<file path="src/rtl/tcap_pkg.sv">
package tcap_pkg;

    typedef enum logic [1:0] {
        TRIG_RISE  = 2'd0,
        TRIG_FALL  = 2'd1,
        TRIG_BOTH  = 2'd2,
        TRIG_LEVEL = 2'd3
    } trig_mode_e;

    typedef enum logic [1:0] {
        RD_COUNT   = 2'd0,
        RD_CAPTURE = 2'd1,
        RD_STATUS  = 2'd2,
        RD_NONE    = 2'd3
    } rd_sel_e;

    typedef struct packed {
        logic rise;
        logic fall;
    } edge_t;

    localparam int SYNC_STAGES = 2;

    function automatic logic trig_hit(trig_mode_e mode, logic lvl, edge_t e);
        case (mode)
            TRIG_RISE:  return e.rise;
            TRIG_FALL:  return e.fall;
            TRIG_BOTH:  return e.rise | e.fall;
            default:    return lvl;
        endcase
    endfunction

endpackage

</file>
<file path="src/rtl/tcap_timebase.sv">
module tcap_timebase #(
    parameter int CNT_W = 16,
    parameter int PRE_W = 8
) (
    input  logic             clk,
    input  logic             rst,
    input  logic [PRE_W-1:0] presc_m1,
    output logic             tick,
    output logic             wrap,
    output logic [CNT_W-1:0] count
);

    logic [PRE_W-1:0] div_q;

    // >= keeps the divider from running the full range if the limit drops
    assign tick = (div_q >= presc_m1);
    assign wrap = tick && (count == {CNT_W{1'b1}});

    always_ff @(posedge clk) begin
        if (rst) begin
            div_q <= '0;
            count <= '0;
        end else if (tick) begin
            div_q <= '0;
            count <= count + 1'b1;
        end else begin
            div_q <= div_q + 1'b1;
        end
    end

endmodule

</file>
<file path="src/rtl/tcap_event_detect.sv">
module tcap_event_detect
    import tcap_pkg::*;
#(
    parameter int FILT_N = 4
) (
    input  logic       clk,
    input  logic       rst,
    input  logic       src_in,
    input  logic       filt_en,
    input  trig_mode_e trig,
    output logic       evt
);

    logic [SYNC_STAGES-1:0] sync_q;
    logic                   synced;
    logic                   lvl;
    logic                   prev_q;
    edge_t                  edges;

    always_ff @(posedge clk) begin
        if (rst) sync_q <= '0;
        else     sync_q <= {sync_q[SYNC_STAGES-2:0], src_in};
    end
    assign synced = sync_q[SYNC_STAGES-1];

    generate
        if (FILT_N > 1) begin : g_filt
            logic [FILT_N-2:0] hist_q;
            logic [FILT_N-1:0] window;
            logic              flt_q;

            assign window = {hist_q, synced};

            always_ff @(posedge clk) begin
                if (rst) begin
                    hist_q <= '0;
                    flt_q  <= 1'b0;
                end else begin
                    hist_q <= window[FILT_N-2:0];
                    if (&window)       flt_q <= 1'b1;
                    else if (~|window) flt_q <= 1'b0;
                end
            end
            assign lvl = filt_en ? flt_q : synced;
        end else begin : g_nofilt
            assign lvl = synced | (filt_en & 1'b0);
        end
    endgenerate

    always_ff @(posedge clk) begin
        if (rst) prev_q <= 1'b0;
        else     prev_q <= lvl;
    end

    assign edges.rise = lvl & ~prev_q;
    assign edges.fall = ~lvl & prev_q;
    assign evt        = trig_hit(trig, lvl, edges);

endmodule

</file>
<file path="src/rtl/tcap_capture.sv">
module tcap_capture #(
    parameter int CNT_W = 16
) (
    input  logic             clk,
    input  logic             rst,
    input  logic             evt,
    input  logic [CNT_W-1:0] count,
    input  logic             wrap,
    input  logic             auto_clr,
    input  logic             irq_ack,
    input  logic             clr_cap,
    input  logic             clr_ovf,
    output logic [CNT_W-1:0] cap_q,
    output logic             cap_flag,
    output logic             ovf_flag
);

    logic clr_req;

    assign clr_req = auto_clr ? irq_ack : clr_cap;

    always_ff @(posedge clk) begin
        if (rst) begin
            cap_q    <= '0;
            cap_flag <= 1'b0;
            ovf_flag <= 1'b0;
        end else begin
            if (evt) cap_q <= count;
            cap_flag <= evt  | (cap_flag & ~clr_req);
            ovf_flag <= wrap | (ovf_flag & ~clr_ovf);
        end
    end

endmodule

</file>
<file path="src/rtl/tcap_unit.sv">
module tcap_unit
    import tcap_pkg::*;
#(
    parameter int CNT_W  = 16,
    parameter int PRE_W  = 8,
    parameter int FILT_N = 4
) (
    input  logic             clk,
    input  logic             rst,
    input  logic [PRE_W-1:0] cfg_presc,
    input  logic [1:0]       cfg_trig,
    input  logic             cfg_src,
    input  logic             cfg_filt_en,
    input  logic             cfg_irq_en,
    input  logic             cfg_auto_clr,
    input  logic             pin_in,
    input  logic             cmp_in,
    input  logic             irq_ack,
    input  logic             clr_cap,
    input  logic             clr_ovf,
    input  logic [1:0]       rd_addr,
    output logic [CNT_W-1:0] rd_data,
    output logic             irq,
    output logic             cap_flag,
    output logic             ovf_flag
);

    logic             src_w;
    logic             evt_w;
    logic             tick_w;
    logic             wrap_w;
    logic [CNT_W-1:0] count_w;
    logic [CNT_W-1:0] cap_w;

    assign src_w = cfg_src ? cmp_in : pin_in;

    tcap_timebase #(.CNT_W(CNT_W), .PRE_W(PRE_W)) tb_i (
        .clk      (clk),
        .rst      (rst),
        .presc_m1 (cfg_presc),
        .tick     (tick_w),
        .wrap     (wrap_w),
        .count    (count_w)
    );

    tcap_event_detect #(.FILT_N(FILT_N)) ev_i (
        .clk     (clk),
        .rst     (rst),
        .src_in  (src_w),
        .filt_en (cfg_filt_en),
        .trig    (trig_mode_e'(cfg_trig)),
        .evt     (evt_w)
    );

    tcap_capture #(.CNT_W(CNT_W)) cap_i (
        .clk      (clk),
        .rst      (rst),
        .evt      (evt_w),
        .count    (count_w),
        .wrap     (wrap_w),
        .auto_clr (cfg_auto_clr),
        .irq_ack  (irq_ack),
        .clr_cap  (clr_cap),
        .clr_ovf  (clr_ovf),
        .cap_q    (cap_w),
        .cap_flag (cap_flag),
        .ovf_flag (ovf_flag)
    );

    assign irq = cap_flag & cfg_irq_en;

    always_comb begin
        case (rd_sel_e'(rd_addr))
            RD_COUNT:   rd_data = count_w;
            RD_CAPTURE: rd_data = cap_w;
            RD_STATUS:  rd_data = CNT_W'({ovf_flag, cap_flag});
            default:    rd_data = '0;
        endcase
    end

endmodule

</file>
<file path="config.mk">
export PLATFORM = sky130hd
export DESIGN_NAME = tcap_unit
export DESIGN_NICKNAME = d
export VERILOG_FILES = /design/src/rtl/tcap_pkg.sv /design/src/rtl/tcap_timebase.sv /design/src/rtl/tcap_event_detect.sv /design/src/rtl/tcap_capture.sv /design/src/rtl/tcap_unit.sv
export SDC_FILE = /design/constraint.sdc
export NUM_CORES = 1
export LEC_CHECK = 0
export ABC_CLOCK_PERIOD_IN_PS = 2300
export BUFFER_PORTS_ARGS = -buffer_cell sky130_fd_sc_hd__buf_4
export CAP_MARGIN = 15
export CORE_MARGIN = 3
export CORE_UTILIZATION = 56
export DETAILED_ROUTE_END_ITERATION = 10
export PLACE_DENSITY = 0.79
export SLEW_MARGIN = 10
export SYNTH_ARGS = -nofsm -noshare
export SYNTH_HDL_FRONTEND = slang
export SYNTH_HIERARCHICAL = 1
export SYNTH_SLANG_ARGS = --single-unit
</file>
<file path="constraint.sdc">
create_clock -name clk -period 2.3 [get_ports clk]
set_input_delay 0.115 -clock clk [delete_from_list [all_inputs] [get_ports clk]]
set_output_delay 0.115 -clock clk [all_outputs]
set_load 0.01 [all_outputs]
</file>
== After elaboration in Yosys (flattened, before gate mapping) ==
Index checks and enable logic that the tools add are counted.
Word-level totals
  memories: 0
  input bits: 23
  output and inout port bits: 19
  latch bits: 0
  bits in writable memories: 0
  register bits after elaboration: 49
  word-level logic and storage cells: 43
  memory bits (read-only): 0
Operators by class
  reductions and logical operators: 6
  $add $sub $neg: 2
  equality and inequality tests: 6
  multiply operators: 0
  shifts and indexed selects: 0
  bitwise logic cells: 12
  magnitude comparators: 1
  mux-type cells: 7
  divide/modulo/power cells: 0
Operators with widths (count)
  $pmux W16 S3: 1
  $add A16 B1 Y16 const B: 1
  $eq A16 B16 Y1 const B: 1
  $add A8 B1 Y8 const B: 1
  $ge A8 B8 Y1: 1
  $and A1 B1 Y1: 5
  $mux W1: 5
  $eq A2 B1 Y1 const B: 2
  $eq A2 B2 Y1 const B: 2
  $logic_not A2 Y1: 2
  $not A1 Y1: 4
  $reduce_and A4 Y1: 1
  $reduce_or A4 Y1: 1
  $or A1 B1 Y1: 3
  $pmux W1 S3: 1
  $ne A2 B1 Y1 const B: 1
  $reduce_or A2 Y1: 1
  $logic_and A1 B1 Y1: 1

== Longest topological paths before layout ==
Gate-level depths: netlist of the first run.
  word-level depth: 6
  depth in mapped cells: 10
  depth with buffers taken out: 10

== Hierarchy ==
Netlist of the first run, hierarchy kept.
Modules (own cells, without submodules)
  tcap_timebase: times used 1, area each 1328.8 um^2, cells each 156, sequential area each 480.5 um^2
  tcap_capture: times used 1, area each 664.4 um^2, cells each 61, sequential area each 360.3 um^2
  tcap_unit: times used 1, area each 297.8 um^2, cells each 39, sequential area each 0.0 um^2
  tcap_event_detect: times used 1, area each 267.8 um^2, cells each 23, sequential area each 140.1 um^2

== Worst setup path after synthesis of the first run ==
OpenSTA, ideal clock, no wires.
  path kind: reg2reg
  from: register tb_i.div_q[0]
  to: register tb_i.count[6]
  cell stages (with the launch flop): 9
  arrival time: 1.858 ns
  path slack: 0.319 ns
  path buffers: 0
  period minus slack after synthesis: 1.981 ns
  data required time: 2.177 ns
  setup time: 0.123 ns
  cell sequence: dfxtp_1 inv_1 ha_1 nand2b_1 a2111o_1 a21oi_2 inv_2 nand4_1 mux2_1
Between the ends
  cells in the longest elaborated chain, start to end: 1
Ends and longest elaborated chain
  start: declaration: line tcap_timebase.sv:13  | logic [PRE_W-1:0] div_q;
  start signal: assignment: line tcap_timebase.sv:27  | div_q <= div_q + 1'b1;
  $ge A8 B8 Y1: line tcap_timebase.sv:16  | assign tick = (div_q >= presc_m1);
  end signal: assignment: line tcap_timebase.sv:25  | count <= count + 1'b1;
  end: declaration: line tcap_timebase.sv:10  | output logic [CNT_W-1:0] count
Every way passes these cells.
A chain may end at the register's enable or synchronous reset.

== Worst setup path in the final report of the first run ==
  from: register tb_i.div_q[0]
  to: register tb_i.count[4]
Between the ends
  cells in the longest elaborated chain, start to end: 1
Ends and longest elaborated chain
  $ge A8 B8 Y1: line tcap_timebase.sv:16
  net tick_w: line tcap_unit.sv:30  | logic tick_w;
The timed path passes the listed nets, and every way through them passes these cells.

==> results of run 1 <==
[final timing paths]
path	endpoint	slack [ns]	cells past startpoint
setup / recovery	tb_i/count[4]$_SDFFE_PP0P_	0.13	8
hold / removal	cap_i/ovf_flag$_SDFF_PP0_	0.07	3
setup reg to reg	tb_i/count[4]$_SDFFE_PP0P_	0.13	8
hold reg to reg	ev_i/sync_q[1]$_SDFF_PP0_	0.45	1
[placed cells by master (no fill, tap or decap), types with 2 or more instances in the layout]
cell type,count
a21oi_1,16
and2_1,2
and3_1,4
buf_4,42
clkbuf_1,2
clkbuf_8,5
dfxtp_1,49
ha_1,12
inv_1,14
mux2_1,6
mux2_2,4
mux2i_1,32
nand2_1,11
nand2b_1,3
nand3_1,6
nand3_2,2
nand4_1,7
nor2_1,41
nor2b_1,13
nor3_1,8
o21ai_0,6
o2bb2ai_1,2
or3_1,4
xnor2_1,4
xor2_1,3
[cell type report]
cell class                 instances  area share (%)
multi-input combinational        199           48.17
clock buffer                       7           2.628
clock inverter                     1          0.2585
timing repair buffer              42           10.86
inverter                          16           2.154
tap                               50           2.154
sequential                        49           33.78
[state kept, by name, summed over array words and instances, names as in the netlist]
signal              flops
cap_i/ovf_flag          1
ev_i/g_filt.flt_q       1
cap_i/cap_flag          1
cap_i/cap_q            16
ev_i/g_filt.hist_q      3
tb_i/div_q              8
tb_i/count             16
ev_i/prev_q             1
ev_i/sync_q             2
[worst max-delay path, delay by kind of cell, from the launching register on]
kind,cells,cell delay [ns]
AOI/OAI and AO/OA,2,0.66
DFF,1,0.38
muxes,1,0.33
adders and majority gates,1,0.26
and+or+nand+nor,2,0.24
buffers and inverters,2,0.18
[cell families after synthesis]
group                    count (synthesis)  synth area share [%]
AO/OA/AOI/OAI                           30                 6.945
XOR/XNOR                                 7                 2.396
adder cells (fa/ha/maj)                 12                 5.868
buffers and inverters                   31                 6.993
flip-flops                              49                 38.34
multiplexers                            44                 18.34
AND/OR/NAND/NOR                        106                 21.12
[metal layers]
layer | track usage (%) | vias up | part of all wire (%)
met2 | 33.07 | 29 | 50
met1 | 25.21 | 969 | 46
met4 | 6.640 | 0 | 1.1
met3 | 3.830 | 5 | 3.1
met5 | 0 | - | 0
li1 | - | 1022 | -
[repair_timing]
action	CTS	global route
resized for setup	0	1
buffers inserted	0	0
setup endpoints to repair	0	1
[power groups by stage]
stage / Sequential, uW / Combinational (uW) / Clock, uW
finish: 865 / 123 / 487
CTS: 865 / 124 / 503
global placement: 884 / 121 / 0
global route: 866 / 137 / 538
detailed placement: 885 / 124 / 0
floorplan: 883 / 88.7 / 0
[through the flow]
step	cell area [um^2]	hold WS, ns	util (%)	total power (uW)	std cells
after global placement	2818	0.3874	67.06	1005	356
after global routing	2904	0.06740	69.12	1541	364
after CTS	2902	0.06911	69.06	1492	364
after detailed placement	2818	0.3928	67.06	1008	356
after floorplan	2559	0.1841	-	971.6	279
final	2904	0.07439	69.12	1475	364
==> out/metrics.cfg, run 1 <==
[sta]
max_freq_ghz = 0.4606
slew_violations = 0
min_period_ns = 2.171
fin_crit_sh_pct = 94.39
finalSetupViolations = 0
relSlewSlack_pct = 62.56
fin_setup_tns_ns = 0
setup_slack_ns = 0.1289
skew_ns = 0.005168
rsz0062_at_grt = false
worst_slew_pin_slew_ns = 0.5616
finalHoldViolations = 0

[cells_and_area]
drive_above_1_share_pct = 19.75
multi_input_comb_area_um2 = 1399
area_delta_synth_final_pct = 13.50
fin_nets = 348
fillCellCount = 357
ff_latch_area_um2 = 980.9
n_antenna_cell = 0

[hold_path]
min_path_type = primary input to register
hold_start = clr_ovf

[outcome]
outcome = finished clean

[critical_path]
crit_type = register to register
cp_cell_sequence = inv_1 > ha_1 > nand2b_1 > a2111o_1 > a21oi_2 > inv_4 > nand2_1 > mux2_1
required_ns = 2.48
setup.worst_path.start_class = register
startpoint = tb_i/div_q[0]$_SDFF_PP0_
arrival_ns = 2.35
worstSetupEndpointType = register
slowest_stage = a2111o_1
cp_slowest_stage_delay_ns = 0.45
r2r_start = tb_i/div_q[0]$_SDFF_PP0_
path_max_fanout = 14

[logic_synthesis]
synth_top_cell_by_area = dfxtp_1
syn-cell-area_um2 = 2559
syn_nets = 314
synth_cell_types = 40
synth_seq_cells = 49
async_flop_share_pct = 0
synthFlopType = dfxtp_1
synth_cells = 279
yosys-top-cells-count = 49 x dfxtp_1, 41 x nor2_1, 32 x mux2i_1, 16 x a21oi_1, 14 x inv_1
synth_area_leaders = dfxtp_1 38%, mux2i_1 13%, nor2_1 6.0%, ha_1 5.9%, nor2b_1 3.2%
avgSynthCellArea_um2 = 9.171
synth_edf_count = 0
synth_top_cell_area_share_pct = 38.34
yosysSeqAreaShare_pct = 38.34
yosysMostFrequentCell = dfxtp_1
yosysWarnings = 6

[power]
pwr-share-comb_pct = 8.4
switching_power_uw = 339.5
pwr_density_cell_nw_per_um2 = 507.8
sw_frac_of_total_pct = 23.02
p_int_uw = 1135
pwr-share-seq_pct = 58.6
p_clk_share_pct = 33.0
leakagePower_uw = 0.001221
max-vdd-ir-drop_uv = 370.1

[routing]
drt_iter0_markers = 133
viasPerCell = 5.563
vias = 2025
routedWlPerCell_um = 13.85
totalWireLength_um = 5041
ant_nets = 0
drcViolationCount = 0
dr.pass1.iters = 4

[cts]
hold_buffers = 0
cts.sinks = 49
clk_latency_ns = 0.30
htreeDepth = 2
cts_buffers = 5
cts-root-buf = clkbuf_8
clk_pin_slew_ns = 0.09
cts_buffer_depth = 2
cts_tree = yes

[job]
cap_violations = 0

[floorplanning]
pin_count = 42
die-area_um2 = 5416
die_width_um = 73.60
start_util_pct = 60.90
num_rows = 23
core_area_um2 = 4202
die_y_um = 73.60

[global_routing]
track_usage_pct = 19.70
antenna_found_initial = 0
grt_max_degree = 59
grt.overflow.total = 0
grt_pass1_wl_um = 8404
grt_pass1_vias = 1921

[place]
preCtsSetupSlack_ns = 0.1458
dp_hpwl_um = 3546
gp_congestion = 0.7482
port_buffers = 41

Power figures use the tool's default switching activity.
==> inputs of run 2 (changes only) <==
PLACE_DENSITY = 0.88   (was 0.79)
==> run 2 against run 1 <==
Compared with the run above:
- total power increased by 0.94%
- worst setup slack got worse by 0.023 ns
- final cell count decreased by 0.27%
- highest routed layer unchanged
- die area unchanged
- worst hold slack improved by 0.027 ns
- critical endpoint is now tb_i/count[6]$_SDFFE_PP0P_
- wire length decreased by 5.2%
- maximum frequency decreased by 1.1%
- critical path type unchanged
- register-to-register slack got worse by 0.02 ns
- clock skew about the same
- clock power increased by 3%
- core utilization unchanged
- largest power group unchanged
==> out/metrics.cfg, run 2 (same netlist as run 1, synthesis figures left out) <==
[routing]
drcViolationCount = 0
dr.pass1.iters = 4
ant_nets = 0
routedWlPerCell_um = 13.16
drt_iter0_markers = 99
totalWireLength_um = 4777
vias = 2062
viasPerCell = 5.680

[hold_path]
min_path_type = primary input to register
whs_path_depth = 3

[place]
place_area_um2 = 2818
port_buffers = 41
gp_congestion = 0.8070
dp.cells = 356
dp_hpwl_um = 3459

[critical_path]
arrival_ns = 2.38
crit_type = register to register
required_ns = 2.48
path_max_fanout = 14
reg2reg_depth = 8
worstSetupEndpointType = register
setup.worst_path.start_class = register

[cts]
cts_tree = yes
cts.sinks = 49
cts_buffer_depth = 2
clk_pin_slew_ns = 0.08
clk_latency_ns = 0.30
htreeDepth = 2
post_cts_resized = 0
cts_setup_buffers = 0
cts_buffers = 5
cts-root-buf = clkbuf_8
hold_buffers = 0

[outcome]
outcome = finished clean

[global_routing]
grt_pass1_wl_um = 8231
antenna_found_initial = 0
grt_max_degree = 59
track_usage_pct = 19.09
grt_pass1_vias = 1978
grt.overflow.total = 0

[cells_and_area]
reg.largest.list = cap_i/cap_q: 16 flops, tb_i/count: 16 flops, tb_i/div_q: 8 flops
fin_nets = 348
mostFrequentLayoutCell = dfxtp_1
area_delta_synth_final_pct = 13.50
layout_common_cells = 49 x dfxtp_1, 42 x buf_4, 41 x nor2_1, 32 x mux2i_1, 16 x a21oi_1
layout.cells.non_filler = 363
finish.utilization_pct = 69.12
fillCellCount = 373
drive_above_1_share_pct = 19.81
n_antenna_cell = 0
final_cell_area_um2 = 2904

[floorplanning]
die_width_um = 73.60
start_util_pct = 60.90
pin_count = 42
die-area_um2 = 5416
num_rows = 23
die_y_um = 73.60
core_area_um2 = 4202

[sta]
relSlewSlack_pct = 62.29
slew_violations = 0
rsz0062_at_grt = false
fin_setup_tns_ns = 0
finalSetupViolations = 0
worst_slew_pin_slew_ns = 0.5656
fin_crit_sh_pct = 95.41
max_freq_ghz = 0.4557
whs_ns = 0.1012
skew_ns = 0.005154
finalHoldViolations = 0
min_period_ns = 2.194

[job]
cap_violations = 0

[power]
leakagePower_uw = 0.001227
pwr_density_cell_nw_per_um2 = 512.5
max-vdd-ir-drop_uv = 395.4

## run 2: worst paths after layout
path | end | startpoint | slack, ns
max reg2reg | tb_i/count[6]$_SDFFE_PP0P_ | tb_i/div_q[0]$_SDFF_PP0_ | 0.11
min reg2reg | ev_i/sync_q[1]$_SDFF_PP0_ | ev_i/sync_q[0]$_SDFF_PP0_ | 0.45
max | tb_i/count[6]$_SDFFE_PP0P_ | tb_i/div_q[0]$_SDFF_PP0_ | 0.11
min | cap_i/ovf_flag$_SDFF_PP0_ | clr_ovf | 0.10
## run 2: per-stage QoR
step	setup slack [ns]	power, uW
2_1_floorplan	0.3192	971.6
3_3_place_gp	0.2232	1004
3_5_place_dp	0.1378	1008
4_1_cts	0.1206	1505
5_1_grt	0.01006	1546
6_report	0.1056	1488
## run 2: per-layer routing
| metal | up-vias | GRT usage (%) | part of all wire (%) |
|---|---|---|---|
| met4 | 0 | 5.030 | 1.0 |
| met1 | 971 | 23.45 | 45 |
| met2 | 55 | 33.27 | 48 |
| met3 | 8 | 4.514 | 5.9 |
| met5 | - | 0 | 0 |
| li1 | 1028 | - | - |
## run 2: layout make-up
type | instances | area [um^2] | share of cell area, %
multi-input combinational | 199 | 1399 | 48.17
sequential | 49 | 980.9 | 33.78
timing repair buffer | 42 | 315.3 | 10.86
clock buffer | 7 | 86.33 | 2.973
tap | 50 | 62.56 | 2.154
inverter | 16 | 60.06 | 2.068
## run 2: power breakdown
part           internal (uW)  total, uW  switching [uW]  leakage [uW]
clock network            239        501             262     0.0000443
registers                857        864            7.75      0.000396
logic                   63.0        124            60.5      0.000787
## run 2: worst max-delay path: stages, from the launching register on
cell	delay [ns]
dfxtp_1	0.39
inv_1	0.06
ha_1	0.26
nand2b_1	0.14
a2111o_1	0.45
a21oi_2	0.17
inv_2	0.14
nand4_1	0.14
mux2_1	0.34
==> inputs of run 3 (changes only) <==
CORE_UTILIZATION = 58   (was 56)
CTS_BUF_LIST = sky130_fd_sc_hd__clkbuf_4 sky130_fd_sc_hd__clkbuf_8   (was default)
PLACE_DENSITY = 0.91   (was 0.88)
==> run 3 against run 2 <==
Compared with the run above:
- first-iteration DRC count down 6.1%
- cell area decreased by 0.43%
- via count fell by 2.9%
- worst setup slack improved by 0.019 ns
- sequential cell count stayed put
- combinational power about the same
- global-route usage increased by 0.45 points
- wire length rose by 4.8%
- critical endpoint unchanged
==> out/metrics.cfg, run 3 (same netlist as run 1, synthesis figures left out) <==
[floorplanning]
die_y_um = 72.42
die-area_um2 = 5245
die_width_um = 72.42
core_area_um2 = 4115
start_util_pct = 62.18
num_rows = 23
pin_count = 42

[routing]
dr.pass1.iters = 4
routedWlPerCell_um = 13.83
vias = 2002
viasPerCell = 5.530
drcViolationCount = 0
drt_iter0_markers = 93
ant_nets = 0
totalWireLength_um = 5008

[cts]
hold_buffers = 0
cts_setup_buffers = 0
htreeDepth = 2
cts_buffers = 5
cts.sinks = 49
cts-root-buf = clkbuf_8
cts_tree = yes
cts_buffer_depth = 2
clk_pin_slew_ns = 0.08
clk_latency_ns = 0.30
post_cts_resized = 0

[sta]
whs_ns = 0.08799
finalSetupViolations = 0
relSlewSlack_pct = 62.26
worst_slew_pin_slew_ns = 0.5660
slew_violations = 0
fin_setup_tns_ns = 0
max_freq_ghz = 0.4598
fin_crit_sh_pct = 94.57
min_period_ns = 2.175
finalHoldViolations = 0
skew_ns = 0.004017
rsz0062_at_grt = false

[place]
place_area_um2 = 2818
gp_congestion = 0.8674
port_buffers = 41
dp.cells = 356
dp_hpwl_um = 3653

[cells_and_area]
finish.utilization_pct = 70.26
reg.largest.list = cap_i/cap_q: 16 flops, tb_i/count: 16 flops, tb_i/div_q: 8 flops
mostFrequentLayoutCell = dfxtp_1
multi_input_comb_area_um2 = 1399
area_delta_synth_final_pct = 13.01
layout_common_cells = 49 x dfxtp_1, 42 x buf_4, 41 x nor2_1, 32 x mux2i_1, 16 x a21oi_1
fillCellCount = 319
n_antenna_cell = 0
ff_latch_area_um2 = 980.9
layout.cells.non_filler = 362
fin_nets = 348
final_cell_area_um2 = 2892
drive_above_1_share_pct = 19.87

[power]
leakagePower_uw = 0.001223
max-vdd-ir-drop_uv = 429.6
pwr_density_cell_nw_per_um2 = 502.0

[critical_path]
crit_path_end = tb_i/count[6]$_SDFFE_PP0P_
path_max_fanout = 14
reg2reg_depth = 8
reg2reg_to = tb_i/count[6]$_SDFFE_PP0P_
slowest_stage = a2111o_1
worstSetupEndpointType = register
arrival_ns = 2.37
setup.worst_path.start_class = register
ff2ff_setup_slack_ns = 0.12
startpoint = tb_i/div_q[0]$_SDFF_PP0_
cp_slowest_stage_delay_ns = 0.45
required_ns = 2.49
crit_type = register to register
r2r_start = tb_i/div_q[0]$_SDFF_PP0_
cp_cell_sequence = inv_1 > ha_1 > nand2b_1 > a2111o_1 > a21oi_2 > inv_2 > nand4_1 > mux2_1

[outcome]
outcome = finished clean

[job]
cap_violations = 0

[global_routing]
track_usage_pct = 19.54
grt_pass1_wl_um = 8059
grt.overflow.total = 0
antenna_found_initial = 0
grt_pass1_vias = 1864
grt_max_degree = 59

[hold_path]
min_path_type = primary input to register

==> run 3: per-stage QoR <==
step,worst slack (ns),power (uW)
floorplan,0.3192,971.6
global placement,0.2203,1003
detailed placement,0.1653,1009
CTS,0.1248,1462
global route,0.01236,1510
finish,0.1250,1452
==> run 3: power by group <==
group / switching [uW] / internal [uW]
clock: 263 / 200
sequential: 8.19 / 857
combinational: 60.3 / 63.1
total: 332 / 1120
==> run 3: critical path, delay by kind of cell (launching register included) <==
family	cells	cell delay (ns)
AOI/OAI and AO/OA	2	0.62
DFF	1	0.39
muxes	1	0.33
and+or+nand+nor	2	0.28
adders and majority gates	1	0.26
buffers and inverters	2	0.20
==> run 3: area by class of cell <==
| cell class | count | area share, % |
|---|---|---|
| flip-flops and latches | 49 | 33.92 |
| multi-input cells | 199 | 48.38 |
| inverters | 16 | 2.077 |
| clock buffers | 5 | 2.380 |
| well taps | 50 | 2.164 |
| repair buffers | 42 | 10.90 |
| clock inverters | 1 | 0.1731 |
==> run 3: how the worst min path moves through the flow <==
stage,endpoint,startpoint,cells after the start,slack [ns]
3_5_place_dp,cap_i/ovf_flag$_SDFF_PP0_,clr_ovf,3,0.41
4_1_cts,cap_i/ovf_flag$_SDFF_PP0_,clr_ovf,3,0.09
5_1_grt,cap_i/ovf_flag$_SDFF_PP0_,clr_ovf,3,0.11
2_1_floorplan,ev_i/g_filt.flt_q$_SDFFE_PP0P_,rst,1,0.18
3_3_place_gp,ev_i/prev_q$_SDFF_PP0_,cfg_filt_en,3,0.40
6_report,cap_i/ovf_flag$_SDFF_PP0_,clr_ovf,3,0.09
==> run 3: per-layer routing <==
layer	up-vias	share of wire (%)	GRT usage [%]
met4	0	1.2	6.148
li1	1020	-	-
met3	5	6.6	4.986
met1	925	44	22.47
met2	52	48	35.29
met5	-	0	0
